==> config.mk <==
export PLATFORM = sky130hd
export DESIGN_NAME = xcvr_dir_ctrl
export DESIGN_NICKNAME = d
export VERILOG_FILES = /design/src/rtl/xcvr_dir_pkg.sv /design/src/rtl/xdc_regs.sv /design/src/rtl/xdc_gate.sv /design/src/rtl/xdc_rdmux.sv /design/src/rtl/xcvr_dir_ctrl.sv
export SDC_FILE = /design/constraint.sdc
export NUM_CORES = 1
export LEC_CHECK = 0
export BUFFER_PORTS_ARGS = -buffer_cell sky130_fd_sc_hd__buf_4
export CAP_MARGIN = 25
export CELL_PAD_IN_SITES_DETAIL_PLACEMENT = 1
export CELL_PAD_IN_SITES_GLOBAL_PLACEMENT = 1
export CORE_ASPECT_RATIO = 1.2
export CORE_MARGIN = 4
export CORE_UTILIZATION = 30
export CTS_BUF_LIST = sky130_fd_sc_hd__clkbuf_4
export CTS_CLUSTER_DIAMETER = 60
export DETAILED_ROUTE_END_ITERATION = 6
export PLACE_DENSITY_LB_ADDON = 0.12
export SLEW_MARGIN = 20
export SYNTH_ARGS = -nofsm -noshare
export SYNTH_HDL_FRONTEND = slang
export SYNTH_HIERARCHICAL = 1
export SYNTH_SLANG_ARGS = --single-unit
==> constraint.sdc <==
create_clock -name clk -period 1.35 [get_ports clk]
set_input_delay 0.135 -clock clk [delete_from_list [all_inputs] [get_ports clk]]
set_output_delay 0.135 -clock clk [all_outputs]
set_load 0.02 [all_outputs]
==> src/rtl/xcvr_dir_pkg.sv <==
package xcvr_dir_pkg;
   localparam int BYTE_W = 8;

   typedef enum logic [1:0] {
      WM_FULL4  = 2'd0,
      WM_ECHO   = 2'd1,
      WM_DTRKEY = 2'd2,
      WM_AUTO   = 2'd3
   } wire_mode_e;

   localparam int CTL_XCVR_BIT = 3;
   localparam int CTL_TERM_BIT = 6;
   localparam int AUX_ADTR_BIT = 4;
   localparam int MOD_IF_BIT   = 4;

   localparam logic [BYTE_W-1:0] CTL_MASK  = 8'h4B;
   localparam logic [BYTE_W-1:0] AUX_MASK  = 8'h10;
   localparam logic [BYTE_W-1:0] CTL_RESET = 8'h03;
   localparam logic [BYTE_W-1:0] AUX_RESET = 8'h10;
endpackage

==> src/rtl/xdc_regs.sv <==
module xdc_regs
   import xcvr_dir_pkg::*;
#(
   parameter int ADDR_W   = 2,
   parameter int CTL_ADDR = 0,
   parameter int AUX_ADDR = 1
) (
   input  logic              clk,
   input  logic              rst_n,
   input  logic              wr,
   input  logic [ADDR_W-1:0] addr,
   input  logic [BYTE_W-1:0] wdata,
   output logic [BYTE_W-1:0] ctl_q,
   output logic [BYTE_W-1:0] aux_q
);
   localparam logic [ADDR_W-1:0] CTL_A = ADDR_W'(CTL_ADDR);
   localparam logic [ADDR_W-1:0] AUX_A = ADDR_W'(AUX_ADDR);

   always_ff @(posedge clk or negedge rst_n) begin
      if (!rst_n) begin
         ctl_q <= CTL_RESET;
         aux_q <= AUX_RESET;
      end else if (wr) begin
         if (addr == CTL_A) ctl_q <= wdata & CTL_MASK;
         if (addr == AUX_A) aux_q <= wdata & AUX_MASK;
      end
   end

   // captured value appears one edge after the strobe
   a_r9_ctl_capture: assert property (@(posedge clk) disable iff (!rst_n)
      (wr && addr == CTL_A) |=> (ctl_q == ($past(wdata) & CTL_MASK)));
   a_r9_aux_capture: assert property (@(posedge clk) disable iff (!rst_n)
      (wr && addr == AUX_A) |=> (aux_q == ($past(wdata) & AUX_MASK)));
endmodule

==> src/rtl/xdc_gate.sv <==
module xdc_gate
   import xcvr_dir_pkg::*;
(
   input  logic [1:0] mode,
   input  logic       xcvr_on,
   input  logic       auto_dtr,
   input  logic       dtr,
   input  logic       fifo_ne,
   input  logic       shift_busy,
   output logic       drv,
   output logic       rcv
);
   logic tx_pending;
   logic drv_raw;
   logic rcv_raw;

   // pending covers the last stop bit after FIFO drain
   assign tx_pending = fifo_ne | shift_busy;

   always_comb begin
      unique case (wire_mode_e'(mode))
         WM_FULL4: begin
            drv_raw = 1'b1;
            rcv_raw = 1'b1;
         end
         WM_ECHO: begin
            drv_raw = dtr;
            rcv_raw = 1'b1;
         end
         WM_DTRKEY: begin
            drv_raw = dtr;
            rcv_raw = ~dtr;
         end
         default: begin
            drv_raw = auto_dtr & tx_pending;
            rcv_raw = ~(auto_dtr & tx_pending);
         end
      endcase
   end

   assign drv = xcvr_on & drv_raw;
   assign rcv = xcvr_on & rcv_raw;
endmodule

==> src/rtl/xdc_rdmux.sv <==
module xdc_rdmux
   import xcvr_dir_pkg::*;
#(
   parameter int          ADDR_W    = 2,
   parameter int          CTL_ADDR  = 0,
   parameter int          AUX_ADDR  = 1,
   parameter int          MODE_ADDR = 2,
   parameter logic [1:0]  PORT_CAP  = 2'd3
) (
   input  logic [ADDR_W-1:0] addr,
   input  logic [BYTE_W-1:0] ctl_q,
   input  logic [BYTE_W-1:0] aux_q,
   input  logic              iface_485,
   output logic [BYTE_W-1:0] rdata
);
   logic if_bit;
   logic [BYTE_W-1:0] mode_val;

   generate
      if (PORT_CAP == 2'd3) begin : g_dual
         assign if_bit = iface_485;
      end else if (PORT_CAP == 2'd2) begin : g_485
         logic unused_strap;
         assign unused_strap = iface_485;
         assign if_bit = 1'b1;
      end else begin : g_other
         logic unused_strap;
         assign unused_strap = iface_485;
         assign if_bit = 1'b0;
      end
   endgenerate

   always_comb begin
      mode_val = '0;
      mode_val[1:0] = PORT_CAP;
      mode_val[MOD_IF_BIT] = if_bit;
   end

   always_comb begin
      if (addr == ADDR_W'(CTL_ADDR))       rdata = ctl_q;
      else if (addr == ADDR_W'(AUX_ADDR))  rdata = aux_q;
      else if (addr == ADDR_W'(MODE_ADDR)) rdata = mode_val;
      else                                 rdata = '0;
   end
endmodule

==> src/rtl/xcvr_dir_ctrl.sv <==
module xcvr_dir_ctrl
   import xcvr_dir_pkg::*;
#(
   parameter int         ADDR_W    = 2,
   parameter int         CTL_ADDR  = 0,
   parameter int         AUX_ADDR  = 1,
   parameter int         MODE_ADDR = 2,
   parameter logic [1:0] PORT_CAP  = 2'd3
) (
   input  logic              clk,
   input  logic              rst_n,
   input  logic [ADDR_W-1:0] bus_addr,
   input  logic              bus_wr,
   input  logic [7:0]        bus_wdata,
   output logic [7:0]        bus_rdata,
   input  logic              uart_dtr,
   input  logic              tx_fifo_nonempty,
   input  logic              tx_shift_busy,
   input  logic              iface_485,
   output logic              drv_en,
   output logic              rcv_en,
   output logic              term_en
);
   localparam int NUM_ADDR = 1 << ADDR_W;

   initial begin
      assert (ADDR_W >= 2 && ADDR_W <= 8)
         else $error("ADDR_W out of range");
      assert (CTL_ADDR < NUM_ADDR && AUX_ADDR < NUM_ADDR && MODE_ADDR < NUM_ADDR)
         else $error("register address does not fit");
      assert (CTL_ADDR != AUX_ADDR && CTL_ADDR != MODE_ADDR && AUX_ADDR != MODE_ADDR)
         else $error("register addresses overlap");
   end

   logic [BYTE_W-1:0] ctl_q;
   logic [BYTE_W-1:0] aux_q;

   xdc_regs #(
      .ADDR_W(ADDR_W), .CTL_ADDR(CTL_ADDR), .AUX_ADDR(AUX_ADDR)
   ) u_regs (
      .clk(clk), .rst_n(rst_n), .wr(bus_wr), .addr(bus_addr),
      .wdata(bus_wdata), .ctl_q(ctl_q), .aux_q(aux_q)
   );

   xdc_gate u_gate (
      .mode(ctl_q[1:0]), .xcvr_on(ctl_q[CTL_XCVR_BIT]),
      .auto_dtr(aux_q[AUX_ADTR_BIT]), .dtr(uart_dtr),
      .fifo_ne(tx_fifo_nonempty), .shift_busy(tx_shift_busy),
      .drv(drv_en), .rcv(rcv_en)
   );

   xdc_rdmux #(
      .ADDR_W(ADDR_W), .CTL_ADDR(CTL_ADDR), .AUX_ADDR(AUX_ADDR),
      .MODE_ADDR(MODE_ADDR), .PORT_CAP(PORT_CAP)
   ) u_rdmux (
      .addr(bus_addr), .ctl_q(ctl_q), .aux_q(aux_q),
      .iface_485(iface_485), .rdata(bus_rdata)
   );

   assign term_en = ctl_q[CTL_TERM_BIT];

   a_r2_master_off: assert property (@(posedge clk) disable iff (!rst_n)
      !ctl_q[CTL_XCVR_BIT] |-> (!drv_en && !rcv_en));
   a_r3_full_duplex: assert property (@(posedge clk) disable iff (!rst_n)
      (ctl_q[CTL_XCVR_BIT] && ctl_q[1:0] == 2'd0) |-> (drv_en && rcv_en));
   a_r4_echo_listen: assert property (@(posedge clk) disable iff (!rst_n)
      (ctl_q[CTL_XCVR_BIT] && ctl_q[1:0] == 2'd1) |-> (rcv_en && drv_en == uart_dtr));
   a_r5_r6_half_duplex: assert property (@(posedge clk) disable iff (!rst_n)
      (ctl_q[1] && drv_en) |-> !rcv_en);
   a_r6_hold_on_shift: assert property (@(posedge clk) disable iff (!rst_n)
      (ctl_q[CTL_XCVR_BIT] && ctl_q[1:0] == 2'd3 && aux_q[AUX_ADTR_BIT] && tx_shift_busy)
      |-> drv_en);
   a_r7_auto_off: assert property (@(posedge clk) disable iff (!rst_n)
      (ctl_q[1:0] == 2'd3 && !aux_q[AUX_ADTR_BIT]) |-> !drv_en);
   a_r10_mode_reserved: assert property (@(posedge clk) disable iff (!rst_n)
      (bus_addr == ADDR_W'(MODE_ADDR)) |-> ((bus_rdata & 8'hEC) == 8'h00));
endmodule

==> impl_results.md, run 1 <==
* CP required at 1.22 ns
* Synth Register Bits at 5
* Layout cell share with drive strength beyond 1 at 0.581
* DRC at 0
* Status: finished, violations left
* Final net count at approximately 110
* Drt pass-1 iters at 2
* TritonCTS clock tree: yes
* Post-Synth XOR/XNOR Area at 0
* Initial Util at 0.326
* Syn-to-layout area delta at 45.9%
* Post-synth ARST share at 1.00
* Core area at 1700 sq um
* CP Capture Type: output pin
* Synth Area in Simple Gates at 0.171
* Primary FF master, synth: dfstp_2
* Die Ht at 55.1 microns
* Reg area at 129 sq um
* Post-synth cell types at 23
* Syn Std Cell Area at 556 sq um
* Overall Power at 0.000849 W
* Post-DP HPWL at 947 microns
* Failing checks: negative setup slack
* Leakage at 0.395 nW
* Pre-CTS setup slack at -0.287 ns
* Via density at roughly 4.5
* Largest family of logic cells by synthesized area: multiplexers
* Skew final at 0 ns
* Vias in the first global route at 463
* Clock sink count at 5
* Placed cells at between 90 and 100
* Design area at 811 sq um
* Htree depth at 1
* Final Hold Viols at 0
* Final critical-path required period at between 1.5 and 2 ns
* Syn Inst Count at a little under 60
* Critical path startpoint: u_regs/ctl_q[1]$_DFFE_PN1P_
* Fill count at 201
* Fmax at between 500 and 600 MHz
* Final setup fails at 4
* Critical path startpoint category: flip-flop
* Total gr overflow at 0
* Maximum vdd drop at 0.618 mV
* Post-synth EDFFs at 0
* CP Max Fanout at 2
* Via count at between 400 and 500
* Root Driver: clkbuf_4
* PortBufs at 21
* Yosys warns at 6
* Clock transition at path regs at 0.04 ns
* Hold WC Path Type: input pin to flip-flop
* Ports at 28
* Cell Pwr Density at 1050 nW/um^2
* Sequential share of the synthesized area at 0.232
* Placed Area at 711 sq um
* Drt total wl at between 1000 and 1500 microns
* Die area at approximately 2600 sq um
* DR iter-0 viols at 1
* RSZ-0062 raised after global routing: true
* Compound-cell area share of the yosys netlist at 0.0923
* Die Width at approximately 47 microns
* Final setup margin at -0.500 ns
* Reg2reg start: u_regs/ctl_q[1]$_DFFE_PN1P_
* CP Data Arrival Time at 1.72 ns
* Synth Area in Adders at 0.0901
* Avg Cell Area, Syn at about 9.6 sq um
* Largest net degree at the start of global routing at 13
* Most frequent cells in the layout: buf_4, conb_1, nor2_1
* Final non-filler cell total at 104
* Hold path start: bus_wdata[0]
* GPL Wtd Cong at 0.650
* Inserted Clock Buffers at 3
* Critical path class: flip-flop to output pin
* Clock Tree Buf Depth at 2
* Number of max-cap violations at 0
* Initial antenna violation count at 0
* Most common cell after layout, fill and taps aside: buf_4
* Final period util at 1.37
* Worst hold margin at 0.126 ns
* ANT nets after route at 0
* Mux share of post-synthesis cell area at 0.209
* Row count at 16
* Drt wl/cell at roughly 12 microns
* Total track usage at 0.111
* # diodes at 0
* Slew Limit Fails at 0
* Clock Latency Late Sink at 0.24 ns
* Area occupied by multi-input gates at 403 sq um
* First-pass GRT wire length at ~2000 microns
[what timing repair did]
action,in CTS,in global routing
gates resized for setup,9,3
cloned,0,0
pin swaps,3,4
hold buffers,1,0
setup endpoints to repair,4,5
endpoints found under the hold margin,5,0
buffers inserted,1,1
[sequential cells by signal, indices dropped and copies added, names as in the netlist]
signal	count
u_regs/aux_q	1
u_regs/ctl_q	4
[layout make-up]
cell class / count / share of cell area
clock buffer: 4 / 0.0370
inverter: 3 / 0.0170
multi-input combinational: 47 / 0.497
sequential: 5 / 0.159
tap: 18 / 0.0278
timing repair buffer: 27 / 0.262
[worst max-delay path, cell delays in order (launching register included)]
cell and delay (ns):
dfstp_2 0.55, inv_4 0.05, ha_4 0.15, or3_4 0.37, o211a_4 0.23, buf_6 0.12
[where the power goes]
part           switching (W)  internal, W  leakage, nW
sequential         0.0000274     0.000192       0.0552
combinational       0.000202     0.000234        0.322
clock              0.0000618     0.000132       0.0184
[routing by layer]
metal / up-vias / GRT usage / wire length (microns)
li1: 231 / - / -
met1: 221 / 0.126 / 498
met2: 20 / 0.192 / 637
met3: 0 / 0.0388 / 120
met4: 0 / 0.0276 / 0
met5: - / 0 / 0
[synthesized netlist by cell type, types with 2 or more instances]
cell type  count  area share
buf_4         11        0.15
dfrtp_1        2       0.090
dfstp_2        3        0.14
ha_1           4       0.090
inv_1          3       0.020
mux2_2         5        0.10
mux2i_1        6        0.11
nand3b_1       2       0.027
nor2_1         7       0.047
o2bb2ai_1      2       0.032
[final timing paths]
| check | end | slack, ns | cells after the start |
|---|---|---|---|
| worst min-delay path | u_regs/ctl_q[0]$_DFFE_PN1P_ | 0.13 | 2 |
| worst max register to register | u_regs/ctl_q[1]$_DFFE_PN1P_ | 0.48 | 2 |
| max in group asynchronous | u_regs/ctl_q[1]$_DFFE_PN1P_ | 0.92 | 2 |
| min in group asynchronous | u_regs/ctl_q[3]$_DFFE_PN0P_ | 0.23 | 2 |
| worst min register to register | u_regs/ctl_q[6]$_DFFE_PN0P_ | 0.55 | 1 |
| worst max-delay path | rcv_en | -0.50 | 5 |
[cell families after synthesis]
family	Yosys count
adders and majority gates	4
other	1
muxes	11
DFF	5
and+or+nand+nor	14
buffers and inverters	16
AOI/OAI and AO/OA	7
[through the flow]
stage	TNS [ns]	util
6_report	-0.969	0.476
2_1_floorplan	-0.180	-
4_1_cts	-1.02	0.463
3_5_place_dp	-0.428	0.418
5_1_grt	-1.24	0.476
3_3_place_gp	-0.393	0.418
(Power assumes the default switching activity.)
==> run 2, diff against run 1 <==
BUFFER_PORTS_ARGS = not set   (was -buffer_cell sky130_fd_sc_hd__buf_4)
CORE_UTILIZATION = 35   (was 30)
DONT_BUFFER_PORTS = 1   (was not set)
==> impl_results.md, run 2 (same netlist as run 1, synthesis figures left out) <==
* Status: finished, violations left
* Failing checks: negative setup slack
* Cell Pwr Density at ~1100 nW/um^2
* Fin util at 0.444
* Final setup margin at -0.391 ns
* Largest net degree at the start of global routing at 13
* Final net count at 88
* CP Cell Sequence: inv_2 -> ha_4 -> or3_4 -> o211a_4
* Final Hold Viols at 0
* Core area at roughly 1500 sq um
* First-pass GRT wire length at 1700 microns
* Clock transition at path regs at 0.05 ns
* Final setup fails at 4
* Critical path's slowest cell: dfstp_2
* Ports at 28
* Initial Util at 0.379
* DR iter-0 viols at 2
* Clock sink count at 5
* Most common cell after layout, fill and taps aside: conb_1
* Inserted Clock Buffers at 3
* PortBufs at 0
* Row count at 15
* Die area at 2290 sq um
* CP Data Arrival Time at 1.61 ns
* CP Max Fanout at 2
* RSZ-0062 raised after global routing: true
* Final period util at 1.29
* Post-DP HPWL at approximately 880 microns
* Syn-to-layout area delta at 16.9%
* Skew final at 0 ns
* Most frequent cells in the layout: conb_1, nor2_1, buf_4, mux2i_1, mux2_2
* Drt wl/cell at 12.6 microns
* ANT nets after route at 0
* Via count at 395
* Pre-CTS setup slack at -0.168 ns
* Vias in the first global route at 411
* Clock Latency Late Sink at 0.24 ns
* Via density at 4.76
* CP Capture Type: output pin
* Final critical-path required period at 1.74 ns
* Post-CTS Setup Bufs at 0
* Drt total wl at 1050 microns
* Clock Tree Buf Depth at 2
* Total track usage at 0.104
* CP peak stage delay at between 0.5 and 0.6 ns
* Maximum vdd drop at 0.655 mV
* Drt pass-1 iters at 2
* TritonCTS clock tree: yes
* Die Width at 44.4 microns
* Top Registers: u_regs/ctl_q: 4 flops, u_regs/aux_q: 1 flops
* Slew Limit Fails at 0
* Largest register FFs at 4
* Total gr overflow at 0
* GPL Wtd Cong at 0.647
* Overall Power at ~0.00073 W
* Biggest register: u_regs/ctl_q
* Layout cell share with drive strength beyond 1 at 0.455
* # diodes at 0
* Leakage at about 0.3 nW
* Die Ht at 51.6 microns
* Initial antenna violation count at 0
* Hold WC Path Type: input pin to flip-flop
* Critical path class: flip-flop to output pin
* DRC at 0
* Htree depth at 1
* Number of max-cap violations at 0
* Fmax at 575 MHz
* Root Driver: clkbuf_4
* CP required at 1.22 ns
* Critical path startpoint category: flip-flop
run 2: metal layers:
layer  global-route usage  vias to the layer above  part of all wire
met4               0.0603                        0             0.017
met3               0.0381                        2              0.10
li1                     -                      192                 -
met5                    0                        -                 0
met1                0.103                      182              0.39
met2                0.182                       19              0.49
run 2: metrics by stage:
| step | setup TNS [ns] | hold slack [ns] | cell area, sq um | cells |
|---|---|---|---|---|
| finish | -0.705 | 0.0400 | 649 | 83 |
| CTS | -0.833 | 0.0320 | 642 | 83 |
| detailed placement | -0.230 | -0.160 | 574 | 78 |
| global route | -1.01 | 0.0283 | 649 | 83 |
| global placement | -0.191 | -0.160 | 574 | 78 |
| floorplan | -0.180 | -0.161 | 607 | 68 |
run 2: layout make-up:
| cell class | instances | area [sq um] |
|---|---|---|
| Timing Repair Buffer | 7 | 55.1 |
| Inverter | 3 | 11.3 |
| Clock buffer | 4 | 30.0 |
| Sequential cell | 5 | 129 |
| Tap cell | 17 | 21.3 |
| Multi-Input combinational cell | 47 | 403 |
| Fill cell | 178 | 815 |
run 2: final timing paths:
kind	from	end	cells past startpoint	slack, ns
hold / removal	bus_wdata[4]	u_regs/aux_q[4]$_DFFE_PN1P_	1	0.04
max in group asynchronous	rst_n	u_regs/ctl_q[1]$_DFFE_PN1P_	1	0.91
hold reg to reg	u_regs/aux_q[4]$_DFFE_PN1P_	u_regs/aux_q[4]$_DFFE_PN1P_	1	0.63
min in group asynchronous	rst_n	u_regs/ctl_q[6]$_DFFE_PN0P_	1	0.18
setup reg to reg	u_regs/ctl_q[0]$_DFFE_PN1P_	u_regs/ctl_q[0]$_DFFE_PN1P_	2	0.47
setup / recovery	u_regs/ctl_q[0]$_DFFE_PN1P_	rcv_en	4	-0.39
run 2: worst max-delay path: cells and delay by family, from the launching register on:
family	cells	cell delay, ns
flip-flops	1	0.53
AND/OR/NAND/NOR	1	0.37
AO/OA/AOI/OAI	1	0.26
adder cells (fa/ha/maj)	1	0.15
buffers and inverters	1	0.05
run 2: what timing repair did:
| action | 4_1_cts | 5_1_grt |
|---|---|---|
| setup endpoints to repair | 4 | 5 |
| resized for setup | 7 | 2 |
| endpoints found under the hold margin | 5 | 0 |
| pin swaps | 5 | 4 |
| cloned | 0 | 0 |
| hold buffers | 1 | 0 |
run 2: power by group:
part	switching (W)	internal (W)	leakage, nW
sequential	0.0000335	0.000192	0.0552
combinational	0.000154	0.000153	0.221
clock	0.0000659	0.000132	0.0184
